[src/rtl/rtc_latch_regs.sv]
module rtc_latch_regs (
  input  logic       clk,
  input  logic       rst_n,
  input  logic       tick,
  input  logic       wr_en,
  input  logic [1:0] wr_region,
  input  logic [7:0] wr_data,
  output logic [7:0] rd_data,
  output logic [1:0] ram_bank,
  output logic       clk_access
);
  localparam logic [5:0] SEC_LAST = 6'd59;
  localparam logic [5:0] MIN_LAST = 6'd59;
  localparam logic [4:0] HR_LAST  = 5'd23;

  logic [5:0] sec_q, min_q;
  logic [4:0] hr_q;
  logic [8:0] day_q;
  logic       halt_q, ovf_q;
  logic       latched_q;
  logic [2:0] sel_q;
  logic [4:0][7:0] live_b, snap_q;

  wire data_wr  = wr_en && wr_region == 2'd0 && clk_access;
  wire sel_wr   = wr_en && wr_region == 2'd2;
  wire latch_wr = wr_en && wr_region == 2'd3;
  wire tick_go  = tick && !halt_q && !data_wr;

  assign live_b[0] = {2'b00, sec_q};
  assign live_b[1] = {2'b00, min_q};
  assign live_b[2] = {3'b000, hr_q};
  assign live_b[3] = day_q[7:0];
  assign live_b[4] = {ovf_q, halt_q, 5'b00000, day_q[8]};

  always_ff @(posedge clk) begin
    if (!rst_n) begin
      sec_q  <= '0;
      min_q  <= '0;
      hr_q   <= '0;
      day_q  <= '0;
      halt_q <= 1'b0;
      ovf_q  <= 1'b0;
    end else if (data_wr) begin
      case (sel_q)
        3'd0: sec_q <= wr_data[5:0];
        3'd1: min_q <= wr_data[5:0];
        3'd2: hr_q  <= wr_data[4:0];
        3'd3: day_q[7:0] <= wr_data;
        default: begin
          day_q[8] <= wr_data[0];
          halt_q   <= wr_data[6];
          ovf_q    <= wr_data[7];
        end
      endcase
    end else if (tick_go) begin
      if (sec_q == SEC_LAST) begin
        sec_q <= '0;
        if (min_q == MIN_LAST) begin
          min_q <= '0;
          if (hr_q == HR_LAST) begin
            hr_q  <= '0;
            day_q <= day_q + 9'd1;
            if (&day_q) ovf_q <= 1'b1;
          end else begin
            hr_q <= hr_q + 5'd1;
          end
        end else begin
          min_q <= min_q + 6'd1;
        end
      end else begin
        sec_q <= sec_q + 6'd1;
      end
    end
  end

  always_ff @(posedge clk) begin
    if (!rst_n) begin
      latched_q <= 1'b0;
      snap_q    <= '0;
    end else if (latch_wr) begin
      if (!latched_q && wr_data == 8'd1) begin
        snap_q    <= live_b;
        latched_q <= 1'b1;
      end else if (latched_q && wr_data == 8'd0) begin
        latched_q <= 1'b0;
      end
    end
  end

  always_ff @(posedge clk) begin
    if (!rst_n) begin
      ram_bank   <= '0;
      clk_access <= 1'b0;
      sel_q      <= '0;
    end else if (sel_wr) begin
      if (wr_data < 8'd4) begin
        ram_bank   <= wr_data[1:0];
        clk_access <= 1'b0;
      end else if (wr_data >= 8'h08 && wr_data <= 8'h0C) begin
        sel_q      <= wr_data[2:0] - 3'd0;
        clk_access <= 1'b1;
      end
    end
  end

  always_comb begin
    rd_data = 8'hFF;
    if (clk_access) begin
      case (sel_q)
        3'd0:    rd_data = snap_q[0];
        3'd1:    rd_data = snap_q[1];
        3'd2:    rd_data = snap_q[2];
        3'd3:    rd_data = snap_q[3];
        default: rd_data = snap_q[4];
      endcase
    end
  end
endmodule

[config.mk]
export PLATFORM = sky130hd
export DESIGN_NAME = rtc_latch_regs
export DESIGN_NICKNAME = d
export VERILOG_FILES = /design/src/rtl/rtc_latch_regs.sv
export SDC_FILE = /design/constraint.sdc
export NUM_CORES = 1
export LEC_CHECK = 0
export BUFFER_PORTS_ARGS = -buffer_cell sky130_fd_sc_hd__buf_2
export CAP_MARGIN = 10
export CELL_PAD_IN_SITES_DETAIL_PLACEMENT = 0
export CELL_PAD_IN_SITES_GLOBAL_PLACEMENT = 2
export CORE_MARGIN = 2
export CORE_UTILIZATION = 34
export CTS_CLUSTER_DIAMETER = 50
export DETAILED_ROUTE_END_ITERATION = 7
export GPL_TIMING_DRIVEN = 0
export PLACE_DENSITY = 0.87
export SETUP_SLACK_MARGIN = 0.5
export SLEW_MARGIN = 20
export SYNTH_ARGS = -nofsm -noshare
export SYNTH_HDL_FRONTEND = slang
export SYNTH_SLANG_ARGS = --single-unit
[constraint.sdc]
create_clock -name clk -period 2.19 [get_ports clk]
set_clock_uncertainty 0.05 [all_clocks]
set_input_delay 0 -clock clk [delete_from_list [all_inputs] [get_ports clk]]
set_output_delay 0 -clock clk [all_outputs]
set_load 0.05 [all_outputs]
# --- Yosys cells after proc, flatten, opt, wreduce, memory -nomap -nowiden ---
# Cells that the tools add are included.
word_totals:
  out_inout_bits: 11
  input_bits: 14
  word_cells: 110
  register_bits: 63
op_classes:
  n_eq_ne: 14
  bitwise_logic: 2
  magnitude_cmp: 3
  reduce_logical: 36
  muxes: 35
  n_addsub: 4
op_table:
  columns: ["op", "n"]
  rows:
  - ["6-bit two-way mux", 9]
  - ["9-bit two-way mux", 5]
  - ["8-bit case mux with 4 select lines", 1]
  - ["5-bit two-way mux", 6]
  - ["8-bit two-way mux", 2]
  - ["2-bit nonzero test", 7]
  - ["6-bit by 1-bit adder with 6-bit output, second input constant", 2]
  - ["6-bit == test, second input constant", 2]
  - ["1-bit two-way mux", 12]
  - ["2-bit AND reduction", 6]
  - ["5-bit AND reduction", 2]
  - ["9-bit by 1-bit adder with 9-bit output, second input constant", 1]
  - ["1-bit logical AND", 9]
  - ["9-bit AND reduction", 1]
  - ["8-bit by 1-bit == test with 1-bit output, second input constant", 1]
  - ["8-bit by 4-bit >= comparator with 1-bit output, second input constant", 1]
  - ["8-bit by 4-bit less-or-equal comparator with 1-bit output, second input constant", 1]
  - ["8-bit zero test", 1]
  - ["8-bit by 3-bit less-than comparator with 1-bit output, second input constant", 1]
  - ["2-bit by 1-bit inequality test with 1-bit output, second input constant", 4]
  - ["3-bit by 2-bit == test with 1-bit output, second input constant", 2]
  - ["3-bit AND reduction", 2]
  - ["6-bit AND reduction", 1]
  - ["5-bit by 1-bit adder with 5-bit output, second input constant", 1]
  - ["other kinds (10)", 14]

# --- Longest topological paths before layout ---
# Gate-level depths: netlist of run 1.
logic_depth:
  depth_word: 7
  mapped_depth: 8
  depth_no_buf: 8

# --- Least setup slack after synthesis of run 1 ---
# Ideal clock, no wire load.
synth_path:
  path_kind: "reg2reg"
  startpoint: "register clk_access"
  endpoint: "register day_q[6]"
  path_buffers: 1
  setup_ns: 0.119
  slack_ns: -0.018
  required_time_ns: 2.021
  arrival_ns: 2.039
  period_less_slack_ns: 2.208
  stages_incl_launch_ff: 7
  path_cell_list: "dfxtp_1 nor4bb_1 or4_1 buf_6 o31a_1 nor2_1 o221a_2"
synth_via:
  elab_chain_len: 5
  elab_cells_between_ends: 10
  cone_classes: "1 x eq/ne; 1 x mux; 8 x reduce/logical"
synth_lines:
  columns: ["item", "line_no", "source"]
  rows:
  - ["start: declaration", "10", "output logic clk_access"]
  - ["start signal: assignment", "93", "clk_access <= 1'b0;"]
  - ["start signal: assignment", "98", "clk_access <= 1'b0;"]
  - ["start signal: assignment", "101", "clk_access <= 1'b1;"]
  - ["1-bit logical AND (*)", "24", "wire data_wr = wr_en && wr_region == 2'd0 && clk_access;"]
  - ["1-bit zero test", "27", "wire tick_go = tick && !halt_q && !data_wr;"]
  - ["1-bit logical AND", "27", null]
  - ["2-bit nonzero test (no line)", null, null]
  - ["5-bit AND reduction (no line)", null, null]
  - ["end signal: assignment", "48", "3'd3: day_q[7:0] <= wr_data;"]
  - ["end signal: assignment", "62", "day_q <= day_q + 9'd1;"]
  - ["end: declaration", "18", "logic [8:0] day_q;"]
# Every way passes the cells marked *; elsewhere a longest branch is shown, timed or not.
# A chain may end at the register's enable or synchronous reset.

# --- Final worst setup path of run 1 ---
layout_path:
  startpoint: "register sec_q[1]"
  endpoint: "register day_q[6]"
layout_via:
  elab_chain_len: 3
layout_lines:
  columns: ["item", "line_no", "source"]
  rows:
  - ["start: declaration", "16", "logic [5:0] sec_q, min_q;"]
  - ["start signal: assignment", "45", "3'd0: sec_q <= wr_data[5:0];"]
  - ["start signal: assignment", "71", "sec_q <= sec_q + 6'd1;"]
  - ["6-bit == test", "56", "if (sec_q == SEC_LAST) begin"]
  - ["2-bit nonzero test (no line)", null, null]
  - ["5-bit AND reduction (no line)", null, null]
# No other way between the ends.

==> impl_metrics.yaml, run 1 <==
run_status:
  status: "complete, no violations"
power_and_ir_drop:
  power.total_w: 0.002207
  leakagePower_nw: 1.666
  ir_drop_uv: 267.0
  p_per_area_nw_per_um2: 482.5
floorplanning:
  io_pins: 25
  die_w_um: 102.8
  rows: 36
  die_y_um: 102.8
  start_util_pct: 34.44
  die_area_um2: 10570
  core_area_um2: 9639
finish:
  final_cell_mix: "dfxtp_1 (50), nor2b_1 (40), mux2i_1 (39)"
  post-route-util_pct: 47.46
  final_common_cell: "dfxtp_1"
  diodes: 0
  syn_to_final_growth_pct: 37.81
  post_route_cells_drive_above_1_share_pct: 34.74
  final_nets: 463
synthesis:
  ys_ff_latch: 63
  yosysSeqAreaShare_pct: 37.99
  synth_fp_nets: 391
  syn_area_per_cell_um2: 8.923
  async_flop_share_pct: 0
  synth_cell_types: 54
  synth_flop_cell: "dfxtp_1"
  yosys_warnings: 0
  synth_area_um2: 3319
  synth-edff-count: 0
  synthCells: 372
grt:
  grt_usage_pct: 21.89
  grt_pass1_wl_um: 17040
  antenna_found_initial: 0
  first_global_vias: 3085
  grt_start_max_net_pins: 12
  overflow: 0
critical_path:
  crit_type: "flop to flop"
  r2r_slack_ns: 0.23
  critical_path.max_fanout: 8
  required_ns: 2.39
  worst_setup_path_start_kind: "flop"
  end_kind: "flop"
  r2r-start: "sec_q[1]$_SDFFE_PN0P_"
  timing.rr.end: "day_q[6]$_SDFFE_PN0P_"
  cp.arrival_ns: 2.15
  worstRegToRegCells: 6
drt:
  initialDrtViolationCount: 207
  via_per_inst: 5.435
  wl_per_cell_um: 18.94
  route.detailed.drc: 0
  dr.pass1.iters: 4
  wl_um: 11030
  antenna_left: 0
  vias: 3163
sta:
  slew_violations: 0
  rsz0062_at_grt: "yes"
  finalCriticalPeriod_ns: 1.955
  hold_viol: 0
  worst_slack_ns: 0.2349
  setup_viol: 0
  max_freq_mhz: 511.5
  worst_pin_slew_ns: 0.6035
  finalCritPeriodShare_pct: 89.27
  relSlewSlack_pct: 59.76
placement:
  dpl_worst_slack_ns: -0.1148
  dpl.hpwl_um: 7446
  io_buffers: 23
  globalplace.congestion: 0.9240
worst_hold_path:
  hold_path_depth: 2
  hp-start: "rst_n"
  holdPathEnd: "snap_q[5]$_SDFFE_PN0P_"
  hold_class: "input pin to flop"
clock_tree:
  cts.sinks: 63
  ctsLongestPathBuffers: 2
  cts_root_buf: "clkbuf_8"
  cts_tree: "done"
  clk_pin_slew_worst_paths_ns: 0.08
  h-tree-depth: 3
  cts_buffers: 9
  clock_latency_ns: 0.35
job:
  cap_violations: 0
## worst max-delay path, stage by stage (launching register included)
cell and delay [ns]:
dfxtp_4 0.36, ha_4 0.13, nand3b_1 0.08, or4_4 0.44
buf_8 0.16, o31a_4 0.34, o221a_2 0.28
## kinds of logic (layout without fill, tap and decap cells)
kind of cell	count (synthesis)	after routing	share of synthesized area, %
simple gates	149	149	24.69
compound gates	83	83	16.89
fa+ha+maj	5	5	1.885
xor+xnor	2	2	0.5278
buf+inv	27	104	3.543
flops	63	63	37.99
mux	43	43	14.47
## final cells by class
cell class,count,area (um^2)
Fill cell,943,5065
Multi-Input combinational cell,282,2241
Sequential cell,63,1290
Timing Repair Buffer,61,486.7
Buffer,21,192.7
Tap cell,133,166.4
Clock buffer,11,141.4
Clock inverter,5,33.78
Inverter,6,22.52
## metrics by stage
step	instance area [um^2]	setup TNS, ns	std cells	hold WS [ns]
after CTS	4438	0	578	0.007383
after floorplan	3426	0	372	0.1162
after global placement	3707	-0.2361	528	0.2748
after detailed placement	3707	-0.3867	528	0.2862
after global routing	4574	0	582	0.03840
final	4574	0	582	0.003600
## synthesized netlist by cell type (6+ instances only)
master | n | share of area, %
dfxtp_1 | 63 | 38
nor2b_1 | 41 | 7.7
mux2i_1 | 39 | 12
nand2_1 | 34 | 3.8
o21ai_0 | 25 | 3.8
a21oi_1 | 17 | 2.6
clkbuf_1 | 16 | 1.8
nand3_1 | 16 | 2.4
nor2_1 | 16 | 1.8
a21boi_0 | 9 | 2.0
inv_1 | 6 | 0.68
nor3_1 | 6 | 0.90
## report_power, final
part | total, W | switching [W] | internal [W]
clock | 0.000936 | 0.000497 | 0.000440
sequential | 0.00115 | 0.00000567 | 0.00115
combinational | 0.000119 | 0.0000642 | 0.0000547
total | 0.00221 | 0.000567 | 0.00164
## flip-flops by register name, summed over array words and instances (netlist names)
| name | flops |
|---|---|
| ram_bank | 2 |
| ovf_q | 1 |
| sec_q | 6 |
| day_q | 9 |
| clk_access | 1 |
| min_q | 6 |
| snap_q | 28 |
| sel_q | 3 |
| hr_q | 5 |
| latched_q | 1 |
| halt_q | 1 |
## how the worst max path moves through the flow
| stage | startpoint | to | slack (ns) | cells after the start |
|---|---|---|---|---|
| CTS | sec_q[1]$_SDFFE_PN0P_ | day_q[6]$_SDFFE_PN0P_ | 0.20 | 6 |
| global placement | min_q[0]$_SDFFE_PN0P_ | day_q[2]$_SDFFE_PN0P_ | -0.09 | 6 |
| detailed placement | min_q[0]$_SDFFE_PN0P_ | day_q[2]$_SDFFE_PN0P_ | -0.11 | 6 |
| floorplan | min_q[1]$_SDFFE_PN0P_ | day_q[6]$_SDFFE_PN0P_ | 0.21 | 5 |
| global route | min_q[0]$_SDFFE_PN0P_ | day_q[2]$_SDFFE_PN0P_ | 0.16 | 7 |
| finish | sec_q[1]$_SDFFE_PN0P_ | day_q[6]$_SDFFE_PN0P_ | 0.23 | 6 |
## metal layers
metal	GRT usage, %	vias to the layer above	part of all wire (%)
met4	10.22	0	3.5
met1	28.11	1531	44
met3	4.068	36	5.8
met5	0	-	0
li1	-	1490	-
met2	35.70	106	47
## timing repair
item,4_1_cts,5_1_grt
pin swaps,11,13
hold buffers,7,0
endpoints found under the hold margin,10,0
endpoints found under the setup margin,35,48
buffers inserted,27,4
gates resized for setup,81,37
(Power assumes the default switching activity.)
==> inputs of run 2 (changes only) <==
--- a/config.mk
+++ b/config.mk
@@ -8,3 +8,2 @@
 export BUFFER_PORTS_ARGS = -buffer_cell sky130_fd_sc_hd__buf_2
-export CAP_MARGIN = 10
 export CELL_PAD_IN_SITES_DETAIL_PLACEMENT = 0
==> constraint.sdc (replaced) <==
create_clock -name clk -period 2.19 [get_ports clk]
set_clock_uncertainty 0.05 [all_clocks]
set_input_delay 0.219 -clock clk [delete_from_list [all_inputs] [get_ports clk]]
set_output_delay 0.219 -clock clk [all_outputs]
set_load 0.05 [all_outputs]
==> run 2 against run 1 <==
Net effect: final cell count shrank 0.86%; wire length shrank 4.4%; worst hold slack gained 0.14 ns; combinational power shrank 8%; clock power shrank 2%; setup slack lost 0.023 ns; first-iteration DRC count shrank 20%; critical path type unchanged.
==> impl_metrics.yaml, run 2 (same netlist as run 1, synthesis figures left out) <==
sta:
  worst_slack_ns: 0.2121
  slew_violations: 0
  rsz0062_at_grt: "yes"
  hold_viol: 0
  relSlewSlack_pct: 54.71
  finalCritPeriodShare_pct: 90.31
  setup_viol: 0
  finalCriticalPeriod_ns: 1.978
  worst_pin_slew_ns: 0.6794
  max_freq_mhz: 505.6
power_and_ir_drop:
  p_per_area_nw_per_um2: 477.0
  p_int_w: 0.001631
  clockPowerShare_pct: 42.2
  switching_share_pct: 25.13
  sequentialPowerShare_pct: 52.8
  leakagePower_nw: 1.672
  p_sw_w: 0.0005475
  ir_drop_uv: 260.6
  combPwrFrac_pct: 5.0
drt:
  wl_um: 10540
  dr.pass1.iters: 4
  initialDrtViolationCount: 166
  via_per_inst: 5.250
  route.detailed.drc: 0
  vias: 3029
  wl_per_cell_um: 18.26
  antenna_left: 0
clock_tree:
  ctsLongestPathBuffers: 2
  postCtsHoldBufs: 0
  clock_latency_ns: 0.34
  cts_buffers: 9
  cts_root_buf: "clkbuf_8"
  cts.sinks: 63
  clk_pin_slew_worst_paths_ns: 0.07
  h-tree-depth: 3
  cts_tree: "done"
finish:
  post_route_cells_drive_above_1_share_pct: 34.91
  top_regs: "snap_q: 28 flops, day_q: 9 flops"
  largest_register_ffs: 28
  syn_to_final_growth_pct: 37.58
  regMostFlops: "snap_q"
  final_cells: 577
  final_cell_mix: "dfxtp_1 (51), nor2b_1 (40), mux2i_1 (39)"
  diodes: 0
  final_common_cell: "dfxtp_1"
  final_nets: 458
floorplanning:
  start_util_pct: 34.44
  die_y_um: 102.8
  io_pins: 25
  rows: 36
  core_area_um2: 9639
  die_w_um: 102.8
  die_area_um2: 10570
placement:
  dpl_worst_slack_ns: -0.1919
  io_buffers: 23
  dpl.hpwl_um: 7375
  globalplace.congestion: 0.9709
  dp_cells: 528
grt:
  grt_pass1_wl_um: 16080
  antenna_found_initial: 0
  overflow: 0
  grt_usage_pct: 20.57
  first_global_vias: 2913
  grt_start_max_net_pins: 12
critical_path:
  critPathMaxStageDelay_ns: 0.45
  path_cells: "nand3b_1, or4_4, buf_8, buf_6, o21bai_4, o21ai_2, a32o_1"
  worst_setup_path_start_kind: "flop"
  path_delay_family: "simple AND/OR/NAND/NOR gates"
  end_kind: "flop"
  cp.arrival_ns: 2.16
  crit_slowest_cell: "dfxtp_1"
  critical_path.max_fanout: 6
  required_ns: 2.38
  crit_type: "flop to flop"
  worst-path-buf-inv: 2
worst_hold_path:
  hold_class: "input pin to flop"
job:
  cap_violations: 0
run_status:
  status: "complete, no violations"
[run 2: cell count changes in the layout (fill, tap and decap cells not counted), sizes merged]
cell	change
buf	+7
clkbuf	-5
clkinvlp	-1
dlygate4sd3	-7
inv	+1
[run 2: tightest hold or removal path: cells and delay by family]
| family | cells | cell delay [ns] |
|---|---|---|
| buffers and inverters | 1 | 0.12 |
| and+or+nand+nor | 1 | 0.08 |
| AOI/OAI and AO/OA | 1 | 0.07 |
[run 2: final timing paths]
path                                  from                  endpoint  slack (ns)  cells after the start
setup / recovery     sec_q[5]$_SDFFE_PN0P_      hr_q[2]$_SDFFE_PN0P_        0.21                      7
hold / removal                  wr_data[6]       halt_q$_SDFFE_PN0P_        0.15                      3
setup reg to reg     sec_q[5]$_SDFFE_PN0P_      hr_q[2]$_SDFFE_PN0P_        0.21                      7
hold reg to reg   ram_bank[0]$_SDFFE_PN0P_  ram_bank[0]$_SDFFE_PN0P_        0.47                      2
[run 2: cell type report]
class	instances	area, um^2
Sequential cell	63	1294
Fill cell	965	5072
Timing Repair Buffer	56	467.9
Clock inverter	5	32.53
Multi-Input combinational cell	282	2251
Inverter	6	22.52
Clock buffer	11	141.4
Buffer	21	191.4
Tap cell	133	166.4
[run 2: timing repair]
action,4_1_cts,5_1_grt
setup buffers,20,13
pin swaps,17,11
setup endpoints to repair,35,55
gates resized for setup,79,47
[run 2: power groups by stage]
stage / Combinational, W / Clock (W) / Sequential [W]
floorplan: 0.0000512 / 0 / 0.00118
global placement: 0.0000917 / 0 / 0.00118
detailed placement: 0.0000932 / 0 / 0.00118
CTS: 0.000104 / 0.000937 / 0.00115
global route: 0.000117 / 0.000985 / 0.00115
finish: 0.000109 / 0.000920 / 0.00115
[run 2: stage by stage]
| stage | utilization [%] | area [um^2] | TNS [ns] | hold slack (ns) | total power, W |
|---|---|---|---|---|---|
| final | 47.38 | 4567 | 0 | 0.1463 | 0.002179 |
| after global routing | 47.38 | 4567 | 0 | 0.1602 | 0.002252 |
| after CTS | 44.60 | 4299 | 0 | 0.1286 | 0.002190 |
| after detailed placement | 38.51 | 3712 | -0.9073 | 0.4524 | 0.001277 |
| after global placement | 38.51 | 3712 | -1.022 | 0.4425 | 0.001275 |
| after floorplan | - | 3431 | 0 | 0.3352 | 0.001233 |
[run 2: per-layer routing]
layer	global-route usage, %	vias up	wire length (um)
met5	0	-	0
met4	7.996	0	197
met3	2.915	15	547
met2	34.09	65	5017
met1	27.18	1468	4776
li1	-	1481	-
